--- src/rtl/msix_pkg.sv ---
package msix_pkg;

  localparam int unsigned ENTRY_BYTES = 16;

  // Word slots inside one 16-byte table entry; order is decoded by software.
  typedef enum logic [1:0] {
    SLOT_ADDR_LO = 2'd0,
    SLOT_ADDR_HI = 2'd1,
    SLOT_DATA    = 2'd2,
    SLOT_CTRL    = 2'd3
  } slot_e;

  // Offset values keep bits 31:3 in place; the low three bits are not address.
  function automatic logic [31:0] region_base(input logic [31:0] ofs);
    return {ofs[31:3], 3'b000};
  endfunction

endpackage

--- src/rtl/msix_vec_table.sv ---
module msix_vec_table
  import msix_pkg::*;
#(
  parameter int unsigned NUM_VEC = 8,
  parameter int unsigned REG_AW  = 16,
  parameter logic [31:0] TBL_OFS = 32'h0000_0105,
  parameter logic [31:0] PBA_OFS = 32'h0000_0804
) (
  input  logic                      clk,
  input  logic                      rst_n,
  input  logic                      reg_wr,
  input  logic                      reg_qword,
  input  logic [REG_AW-1:0]         reg_addr,
  input  logic [63:0]               reg_wdata,
  input  logic [NUM_VEC-1:0]        pba_bits,
  output logic [63:0]               reg_rdata,
  output logic [NUM_VEC-1:0]        vec_mask,
  output logic [NUM_VEC-1:0][63:0]  vec_addr,
  output logic [NUM_VEC-1:0][31:0]  vec_data
);

  localparam int unsigned VIDX_W   = (NUM_VEC > 1) ? $clog2(NUM_VEC) : 1;
  localparam int unsigned PBA_QW   = (NUM_VEC + 63) / 64;
  localparam int unsigned PBA_DW   = 2 * PBA_QW;
  localparam int unsigned PW_W     = (PBA_DW > 1) ? $clog2(PBA_DW) : 1;
  localparam logic [31:0] TBL_BASE = region_base(TBL_OFS);
  localparam logic [31:0] TBL_END  = TBL_BASE + 32'(ENTRY_BYTES * NUM_VEC);
  localparam logic [31:0] PBA_BASE = region_base(PBA_OFS);
  localparam logic [31:0] PBA_END  = PBA_BASE + 32'(8 * PBA_QW);

  logic [31:0]       addr32, tbl_off, pba_off;
  logic              aligned, tbl_hit, pba_hit;
  logic [VIDX_W-1:0] vidx;
  logic [1:0]        wsel;
  logic [PW_W-1:0]   pw;

  always_comb begin
    addr32  = 32'(reg_addr);
    aligned = (addr32[1:0] == 2'b00) && !(reg_qword && addr32[2]);
    tbl_hit = aligned && (addr32 >= TBL_BASE) && (addr32 < TBL_END);
    pba_hit = aligned && (addr32 >= PBA_BASE) && (addr32 < PBA_END);
    tbl_off = addr32 - TBL_BASE;
    pba_off = addr32 - PBA_BASE;
    vidx    = tbl_off[4 +: VIDX_W];
    wsel    = tbl_off[3:2];
    pw      = pba_off[2 +: PW_W];
  end

  logic [31:0] words [NUM_VEC][4];

  for (genvar v = 0; v < NUM_VEC; v++) begin : g_entry
    logic        sel;
    logic        lo_en, hi_en, dat_en, ctl_en;
    logic [31:0] hi_d;
    logic        ctl_d;
    logic [31:0] lo_q, hi_q, dat_q;
    logic        msk_q;

    // next-state / enable decode
    always_comb begin
      sel    = reg_wr && tbl_hit && (vidx == VIDX_W'(v));
      lo_en  = sel && (wsel == SLOT_ADDR_LO);
      hi_en  = sel && ((wsel == SLOT_ADDR_HI) || (reg_qword && wsel == SLOT_ADDR_LO));
      dat_en = sel && (wsel == SLOT_DATA);
      ctl_en = sel && ((wsel == SLOT_CTRL) || (reg_qword && wsel == SLOT_DATA));
      hi_d   = reg_qword ? reg_wdata[63:32] : reg_wdata[31:0];
      ctl_d  = reg_qword ? reg_wdata[32] : reg_wdata[0];
    end

    // registers
    always_ff @(posedge clk or negedge rst_n) begin
      if (!rst_n) begin
        lo_q  <= '0;
        hi_q  <= '0;
        dat_q <= '0;
        msk_q <= 1'b1;
      end else begin
        if (lo_en)  lo_q  <= reg_wdata[31:0];
        if (hi_en)  hi_q  <= hi_d;
        if (dat_en) dat_q <= reg_wdata[31:0];
        if (ctl_en) msk_q <= ctl_d;
      end
    end

    assign words[v][0] = lo_q;
    assign words[v][1] = hi_q;
    assign words[v][2] = dat_q;
    assign words[v][3] = {31'b0, msk_q};
    assign vec_mask[v] = msk_q;
    assign vec_addr[v] = {hi_q, lo_q};
    assign vec_data[v] = dat_q;
  end

  logic [PBA_QW*64-1:0] pba_pad;
  logic [31:0]          pba_w [PBA_DW];

  always_comb begin
    pba_pad                = '0;
    pba_pad[NUM_VEC-1:0]   = pba_bits;
  end

  for (genvar k = 0; k < PBA_DW; k++) begin : g_pba_word
    assign pba_w[k] = pba_pad[32*k +: 32];
  end

  always_comb begin
    reg_rdata = '0;
    if (tbl_hit) begin
      reg_rdata[31:0] = words[vidx][wsel];
      if (reg_qword) reg_rdata[63:32] = words[vidx][wsel | 2'b01];
    end else if (pba_hit) begin
      reg_rdata[31:0] = pba_w[pw];
      if (reg_qword) reg_rdata[63:32] = pba_w[pw | PW_W'(1)];
    end
  end

  // a write that misses the table (pending array, misaligned, unmapped)
  // leaves every entry untouched.
  p_stray_write_inert_r5: assert property (@(posedge clk) disable iff (!rst_n)
    (reg_wr && !tbl_hit) |=> ($stable(vec_mask) && $stable(vec_addr) && $stable(vec_data)));

endmodule

--- src/rtl/msix_pend_track.sv ---
module msix_pend_track #(
  parameter int unsigned NUM_VEC = 8
) (
  input  logic               clk,
  input  logic               rst_n,
  input  logic               ctl_enable,
  input  logic [NUM_VEC-1:0] irq_req,
  input  logic [NUM_VEC-1:0] sent_vec,
  output logic [NUM_VEC-1:0] pend
);

  for (genvar v = 0; v < NUM_VEC; v++) begin : g_bit
    logic take, pend_d, pend_q;

    always_comb begin
      take   = ctl_enable && irq_req[v];
      pend_d = pend_q;
      if (sent_vec[v]) pend_d = 1'b0;
      if (take)        pend_d = 1'b1;   // a fresh event outranks a completing send
    end

    always_ff @(posedge clk or negedge rst_n) begin
      if (!rst_n) pend_q <= 1'b0;
      else        pend_q <= pend_d;
    end

    assign pend[v] = pend_q;

    // an accepted request is never lost.
    p_req_latched_r6: assert property (@(posedge clk) disable iff (!rst_n)
      (ctl_enable && irq_req[v]) |=> pend[v]);

    // while disabled, only a completing handshake may change the bit.
    p_disabled_keeps_r9: assert property (@(posedge clk) disable iff (!rst_n)
      (!ctl_enable && !sent_vec[v]) |=> $stable(pend[v]));
  end

endmodule

--- src/rtl/msix_msg_arb.sv ---
module msix_msg_arb #(
  parameter int unsigned NUM_VEC = 8
) (
  input  logic                      clk,
  input  logic                      rst_n,
  input  logic                      ctl_enable,
  input  logic                      func_mask,
  input  logic [NUM_VEC-1:0]        pend,
  input  logic [NUM_VEC-1:0]        vec_mask,
  input  logic [NUM_VEC-1:0][63:0]  vec_addr,
  input  logic [NUM_VEC-1:0][31:0]  vec_data,
  input  logic                      msg_ready,
  output logic                      msg_valid,
  output logic [63:0]               msg_addr,
  output logic [31:0]               msg_data,
  output logic [NUM_VEC-1:0]        sent_vec
);

  localparam int unsigned IDX_W = (NUM_VEC > 1) ? $clog2(NUM_VEC) : 1;

  logic               valid_q, valid_d;
  logic [63:0]        addr_q, addr_d;
  logic [31:0]        data_q, data_d;
  logic [NUM_VEC-1:0] cur_q, cur_d;

  logic [NUM_VEC-1:0] busy, eligible, pick_oh;
  logic [IDX_W-1:0]   pick_idx;
  logic               found, can_load, launch, handshake;

  always_comb begin
    handshake = valid_q && msg_ready;
    busy      = valid_q ? cur_q : '0;
    eligible  = pend & ~vec_mask & ~busy & {NUM_VEC{ctl_enable && !func_mask}};
    pick_idx  = '0;
    found     = 1'b0;
    for (int i = 0; i < NUM_VEC; i++) begin
      if (eligible[i] && !found) begin
        pick_idx = IDX_W'(i);
        found    = 1'b1;
      end
    end
    pick_oh  = NUM_VEC'(1) << pick_idx;
    can_load = !valid_q || msg_ready;
    launch   = can_load && found;
  end

  always_comb begin
    valid_d = valid_q;
    addr_d  = addr_q;
    data_d  = data_q;
    cur_d   = cur_q;
    if (handshake) valid_d = 1'b0;
    if (launch) begin
      valid_d = 1'b1;
      addr_d  = vec_addr[pick_idx];
      data_d  = vec_data[pick_idx];
      cur_d   = pick_oh;
    end
  end

  always_ff @(posedge clk or negedge rst_n) begin
    if (!rst_n) begin
      valid_q <= 1'b0;
      addr_q  <= '0;
      data_q  <= '0;
      cur_q   <= '0;
    end else begin
      valid_q <= valid_d;
      if (launch) begin
        addr_q <= addr_d;
        data_q <= data_d;
        cur_q  <= cur_d;
      end
    end
  end

  assign msg_valid = valid_q;
  assign msg_addr  = addr_q;
  assign msg_data  = data_q;
  assign sent_vec  = handshake ? cur_q : '0;

  // an offered message is held unchanged until accepted.
  p_hold_until_ready_r11: assert property (@(posedge clk) disable iff (!rst_n)
    (msg_valid && !msg_ready) |=> (msg_valid && $stable(msg_addr) && $stable(msg_data)));

  // at most one vector completes per cycle.
  p_single_send_r11: assert property (@(posedge clk) disable iff (!rst_n)
    $onehot0(sent_vec));

  // the vector completing a handshake is still marked pending.
  p_sent_was_pending_r7: assert property (@(posedge clk) disable iff (!rst_n)
    (msg_valid && msg_ready) |-> ((sent_vec & pend) != '0));

  // a newly loaded message only starts while enabled and unmasked at function level.
  p_start_gated_r8: assert property (@(posedge clk) disable iff (!rst_n)
    (msg_valid && (!$past(msg_valid) || $past(msg_ready))) |-> $past(ctl_enable && !func_mask));

endmodule

--- src/rtl/msix_intr_unit.sv ---
module msix_intr_unit
  import msix_pkg::*;
#(
  parameter int unsigned NUM_VEC = 8,
  parameter int unsigned REG_AW  = 16,
  parameter logic [31:0] TBL_OFS = 32'h0000_0105,
  parameter logic [31:0] PBA_OFS = 32'h0000_0804
) (
  input  logic               clk,
  input  logic               rst_n,
  input  logic               ctl_enable,
  input  logic               ctl_func_mask,
  input  logic [NUM_VEC-1:0] irq_req,
  input  logic               reg_wr,
  input  logic               reg_qword,
  input  logic [REG_AW-1:0]  reg_addr,
  input  logic [63:0]        reg_wdata,
  output logic [63:0]        reg_rdata,
  output logic               msg_valid,
  input  logic               msg_ready,
  output logic [63:0]        msg_addr,
  output logic [31:0]        msg_data
);

  // Reset asserts at once, deasserts two edges after the input rises.
  logic [1:0] rst_sync_q;
  logic       rst_int_n;

  always_ff @(posedge clk or negedge rst_n) begin
    if (!rst_n) rst_sync_q <= 2'b00;
    else        rst_sync_q <= {rst_sync_q[0], 1'b1};
  end
  assign rst_int_n = rst_sync_q[1];

  logic [NUM_VEC-1:0]       pend, vec_mask, sent_vec;
  logic [NUM_VEC-1:0][63:0] vec_addr;
  logic [NUM_VEC-1:0][31:0] vec_data;

  msix_vec_table #(
    .NUM_VEC (NUM_VEC),
    .REG_AW  (REG_AW),
    .TBL_OFS (TBL_OFS),
    .PBA_OFS (PBA_OFS)
  ) u_table (
    .clk       (clk),
    .rst_n     (rst_int_n),
    .reg_wr    (reg_wr),
    .reg_qword (reg_qword),
    .reg_addr  (reg_addr),
    .reg_wdata (reg_wdata),
    .pba_bits  (pend),
    .reg_rdata (reg_rdata),
    .vec_mask  (vec_mask),
    .vec_addr  (vec_addr),
    .vec_data  (vec_data)
  );

  msix_pend_track #(.NUM_VEC(NUM_VEC)) u_pend (
    .clk        (clk),
    .rst_n      (rst_int_n),
    .ctl_enable (ctl_enable),
    .irq_req    (irq_req),
    .sent_vec   (sent_vec),
    .pend       (pend)
  );

  msix_msg_arb #(.NUM_VEC(NUM_VEC)) u_arb (
    .clk        (clk),
    .rst_n      (rst_int_n),
    .ctl_enable (ctl_enable),
    .func_mask  (ctl_func_mask),
    .pend       (pend),
    .vec_mask   (vec_mask),
    .vec_addr   (vec_addr),
    .vec_data   (vec_data),
    .msg_ready  (msg_ready),
    .msg_valid  (msg_valid),
    .msg_addr   (msg_addr),
    .msg_data   (msg_data),
    .sent_vec   (sent_vec)
  );

  // a message never appears while everything was idle the cycle before.
  p_no_spurious_msg_r12: assert property (@(posedge clk) disable iff (!rst_int_n)
    (!$past(msg_valid) && ($past(pend) == '0)) |-> !msg_valid);

endmodule

--- config.mk ---
export PLATFORM = sky130hd
export DESIGN_NAME = msix_intr_unit
export DESIGN_NICKNAME = d
export VERILOG_FILES = /design/src/rtl/msix_pkg.sv /design/src/rtl/msix_vec_table.sv /design/src/rtl/msix_pend_track.sv /design/src/rtl/msix_msg_arb.sv /design/src/rtl/msix_intr_unit.sv
export SDC_FILE = /design/constraint.sdc
export NUM_CORES = 2
export LEC_CHECK = 0
export BUFFER_PORTS_ARGS = -buffer_cell sky130_fd_sc_hd__buf_2
export CAP_MARGIN = 10
export CORE_MARGIN = 1
export CORE_UTILIZATION = 50
export CTS_CLUSTER_DIAMETER = 40
export DETAILED_ROUTE_END_ITERATION = 6
export GPL_TIMING_DRIVEN = 0
export PLACE_DENSITY = 0.71
export SLEW_MARGIN = 10
export SYNTH_ARGS = -nofsm -noshare
export SYNTH_HDL_FRONTEND = slang
export SYNTH_HIERARCHICAL = 1
export SYNTH_SLANG_ARGS = --single-unit
export TNS_END_PERCENT = 5
--- constraint.sdc ---
create_clock -name clk -period 71.7 [get_ports clk]
set_clock_uncertainty 0.1 [all_clocks]
set_input_delay 7.17 -clock clk [delete_from_list [all_inputs] [get_ports clk]]
set_output_delay 7.17 -clock clk [all_outputs]
set_load 0.005 [all_outputs]
==> results.md <==
Finish:
- The layout overhead on the synthesized area is 17.5%.
- The sequential cells in the finished layout cover a total of 0.0223 mm².
- The area of the multi-input gates is 0.0227 mm².
- The share of cells above drive strength 1 is 0.342.
- The total of fill cells in the finished design is 7,599.
- The final cell count without fillers is 5,777.
- The most common cell after layout, fill and taps aside is dfrtp_1.
- The library cells used most frequently in the layout, excluding fill and tap cells, are dfrtp_1, mux2_2, nand2_1, o21ai_0, buf_2.
- Summing all non-filler instances in the final layout gives an area of 0.0551 mm².
- The final design utilization is 0.597.
- In the final design database the tool counted 4,492 nets.

Die:
- The effective utilization at floorplan is 0.508.
- The die covers 0.0949 mm².
- The die is 308 µm wide.
- During I/O placement, the number of pins put on the boundary was 256.
- In this run the vertical extent of the chip is 308 µm.
- The core area is 0.0922 mm².
- The number of placement rows is 111.

Place:
- The post-placement cell count is 5,498.
- In this run the tool buffered the top-level ports with 253 buffer cells.
- The placed wire-length estimate after detailed placement is 143,000 µm.
- The placer congestion estimate is 1.04.
- In this run the cell area measured after placement is 0.0501 mm².

Timing:
- Of the available clock period, the critical path in the final layout requires 0.265.
- The clock period minus final worst setup slack is 18.99 ns.
- The setup violation total in the final timing report is 0.
- The relative max-transition margin is -0.0208.
- The number of slew-limit violations in the final report was 22.
- For this run, the top clock speed supported by timing is 0.0527 GHz.
- The total count of hold-check failures in the final report is 0.
- Setup total negative slack on the finished layout was measured at 0 ns.
- Setup repair after global routing left no endpoint under its margin.
- For the pin with the worst max-slew slack, the measured transition is 1.53 ns.

Synth:
- Counting every instance in the synthesized netlist gives 3,985.
- The synthesized cell area is 0.0468 mm².
- Summed over all instances, the cell type with the most area after synthesis is dfrtp_1.
- In the post-synthesis netlist, the biggest area contributors are dfrtp_1, mux2_2, mux4_2, mux2i_1, o21ai_0.
- When the netlist entered floorplanning its net count stood at 4,080.
- The part of the Yosys area used for sequential elements is 0.476.
- After synthesis, the netlist uses 62 different library cells.
- Yosys printed 6 warnings.
- After synthesis, the share of flip-flops with an asynchronous set or reset is 1.00.
- Synthesis inferred 891 register bits.
- Of the post-synthesis cell area, the dominant cell type holds 0.472.
- Each instance of the synthesized netlist takes up on average 11.8 µm².
- The most used flip-flop cell after synthesis is dfrtp_1.
- Yosys mapped a number of flops with a built-in enable equal to 0.

Setup path:
- At the worst endpoint, the required time is 64.43 ns.
- The largest driver fanout on the critical path is 10.
- STA classifies the critical path endpoint as an output port.
- The largest individual stage delay along the critical path comes from the cell clkbuf_1.
- In this design, the stage delay of the slowest critical-path cell is 1.06 ns.
- The data arrival time at the worst-slack endpoint is 11.72 ns.
- The critical path is of the primary input to output port type.
- Traced cell by cell, the critical path runs through buf_2 -> inv_2 -> clkbuf_1 -> clkbuf_1 -> clkbuf_1 -> nand2_1 -> a311oi_1 -> buf_2.
- The most common cell type on the critical path is clkbuf_1.
- STA classifies the critical path startpoint as a primary input.

Clock network:
- Buffers added to address setup during post-CTS repair amount to 0.
- The maximum root-to-sink buffer count is 3.
- The clock latency reported for the late side of the worst-skew pair is 0.76 ns.
- Counting the buffers created by CTS gives 140.
- CTS saw 891 sinks.
- Clock tree synthesis selected as its root buffer the cell clkbuf_16.
- The clock transition at the registers of the reported paths is 0.04 ns.
- The number of gates given a new drive strength after cts is 0.
- For this design, the CTS-stage hold fixing added 0 buffers.
- The CTS tree is yes.
- The H-tree generated during clock tree synthesis spans 4 levels.

Power:
- In this run the power spent charging and discharging nets is 0.501 mW.
- The switching power as a share of total power is 0.332.
- The internal power of the cells is 1.01 mW.
- The maximum vdd ir drop is 0.0252 mV.
- The combinational power share is 0.196.
- Of the total power, registers draw 0.339.
- The share of total power in the clock network is 0.466.
- The static power due to leakage is 26.4 nW.
- Power spread over the standard cell area amounts to 27.4 mW/mm².
- Overall power consumption after layout is estimated at 1.51 mW.

Drt:
- The number of DRC violations after detailed-routing iteration 0 is 6,176.
- The final routed DRC violation total is 3.
- The via count is 40,400.
- In the routed layout, each cell is associated on average with a via count of 6.99.
- In this run the remaining antenna-violating nets after routing total 0.
- The first-pass iteration count of the detailed router is 7.
- The final routed wirelength across all metal layers is 210,000 µm.
- Dividing the detail-routed wire length by the instance count gives 36.3 µm.

Status:
- The flow ran to the end, but the final reports show violations.
- The final reports fail on DRC, capacitance limit, slew limit.

Global route:
- The number of antenna violations at the first check in global routing is 25.
- The via count of the first global-routing pass was 38,700.
- For this run the aggregate overflow at the end of global routing stands at 0.
- The first global-routing pass estimated 291,000 µm of wire.
- Entering global routing, the biggest net connects 64 pins.
- In the global route stage, overall resource usage came out at 0.440.

Job:
- Across the run, the number of max-cap violations was 2.

Min path:
- The path class of the tightest hold or removal check is flop to flop.
## worst paths after layout
kind	startpoint	endpoint	slack, ns	depth (start not counted)
max in group asynchronous	rst_n	rst_sync_q[1]$_DFF_PN0_	65.27	1
min reg2reg	rst_sync_q[0]$_DFF_PN0_	rst_sync_q[1]$_DFF_PN0_	0.24	0
max reg2reg	u_arb/msg_valid$_DFFE_PN0P_	u_arb/msg_addr[16]$_DFFE_PN0P_	67.01	8
max	reg_addr[6]	reg_rdata[9]	52.71	8
min	rst_sync_q[0]$_DFF_PN0_	rst_sync_q[1]$_DFF_PN0_	0.24	0
min in group asynchronous	rst_sync_q[1]$_DFF_PN0_	u_table/g_entry[0].hi_q[29]$_DFFE_PN0P_	0.25	0
## power by group through the flow
stage | registers [mW] | clock network (mW) | logic, mW
4_1_cts | 0.511 | 0.705 | 0.273
6_report | 0.511 | 0.703 | 0.296
3_3_place_gp | 0.530 | 0 | 0.258
5_1_grt | 0.512 | 0.727 | 0.286
3_5_place_dp | 0.520 | 0 | 0.272
2_1_floorplan | 0.526 | 0 | 0.126
## metal layers
layer	GRT usage	part of all wire	up-vias	routed length, µm
met3	0.195	0.15	907	32100
met1	0.559	0.36	20200	76300
met2	0.593	0.40	3558	84000
met5	0.00620	0.0013	-	272
met4	0.307	0.081	32	16900
li1	-	-	15700	-
## Yosys cell counts, drive strengths merged (8+ instances only)
master	instances
a21boi	96
a21o	9
a21oi	58
a221oi	13
a222oi	9
a22o	10
a22oi	103
a311oi	9
and3	107
buf	173
clkbuf	202
dfrtp	883
dfstp	8
inv	12
mux2	752
mux2i	258
mux4	125
nand2	446
nand3	19
nand4	13
nand4b	8
nor2	61
nor3	8
o2111ai	88
o211ai	15
o21ai	412
o221ai	8
o22ai	19
o31a	9
o31ai	9
## worst max-delay path: cells and delay by family
family,cells,cell delay (ns)
compound gates,1,0.95
buf+inv,6,3.46
simple gates,1,0.10
## logic make-up (layout without fill, tap and decap cells)
group / after synthesis / in the layout / synth area share
AO/OA/AOI/OAI: 876 / 876 / 0.121
buffers and inverters: 387 / 914 / 0.0388
flip-flops: 891 / 891 / 0.476
multiplexers: 1135 / 1135 / 0.296
other: 1 / 23 / 0.0000800
AND/OR/NAND/NOR: 695 / 695 / 0.0682
## final cells by class
type / instances / share of cell area
multi-input combinational: 2707 / 0.413
sequential: 891 / 0.405
clock buffer: 174 / 0.0704
buffer: 375 / 0.0325
timing repair buffer: 270 / 0.0310
tap: 1243 / 0.0282
clock inverter: 83 / 0.0181
antenna: 22 / 0.00100
inverter: 12 / 0.000818
## flip-flops by register name, indices dropped and copies added, names as in the netlist
signal and flops:
rst_sync_q 2, u_arb/cur_q 8, u_arb/msg_addr 64, u_arb/msg_data 32, u_arb/msg_valid 1, u_pend/g_bit.pend_q 8
u_table/g_entry.dat_q 256, u_table/g_entry.hi_q 256, u_table/g_entry.lo_q 256, u_table/g_entry.msk_q 8
## metrics by stage
step / setup slack, ns / hold WS (ns)
3_3_place_gp: 33.95 / 0.235
3_5_place_dp: 53.03 / 0.239
4_1_cts: 53.02 / 0.247
5_1_grt: 52.94 / 0.249
2_1_floorplan: 44.94 / 0.231
6_report: 52.71 / 0.245
Note: power is estimated with default switching activity, not from simulation.
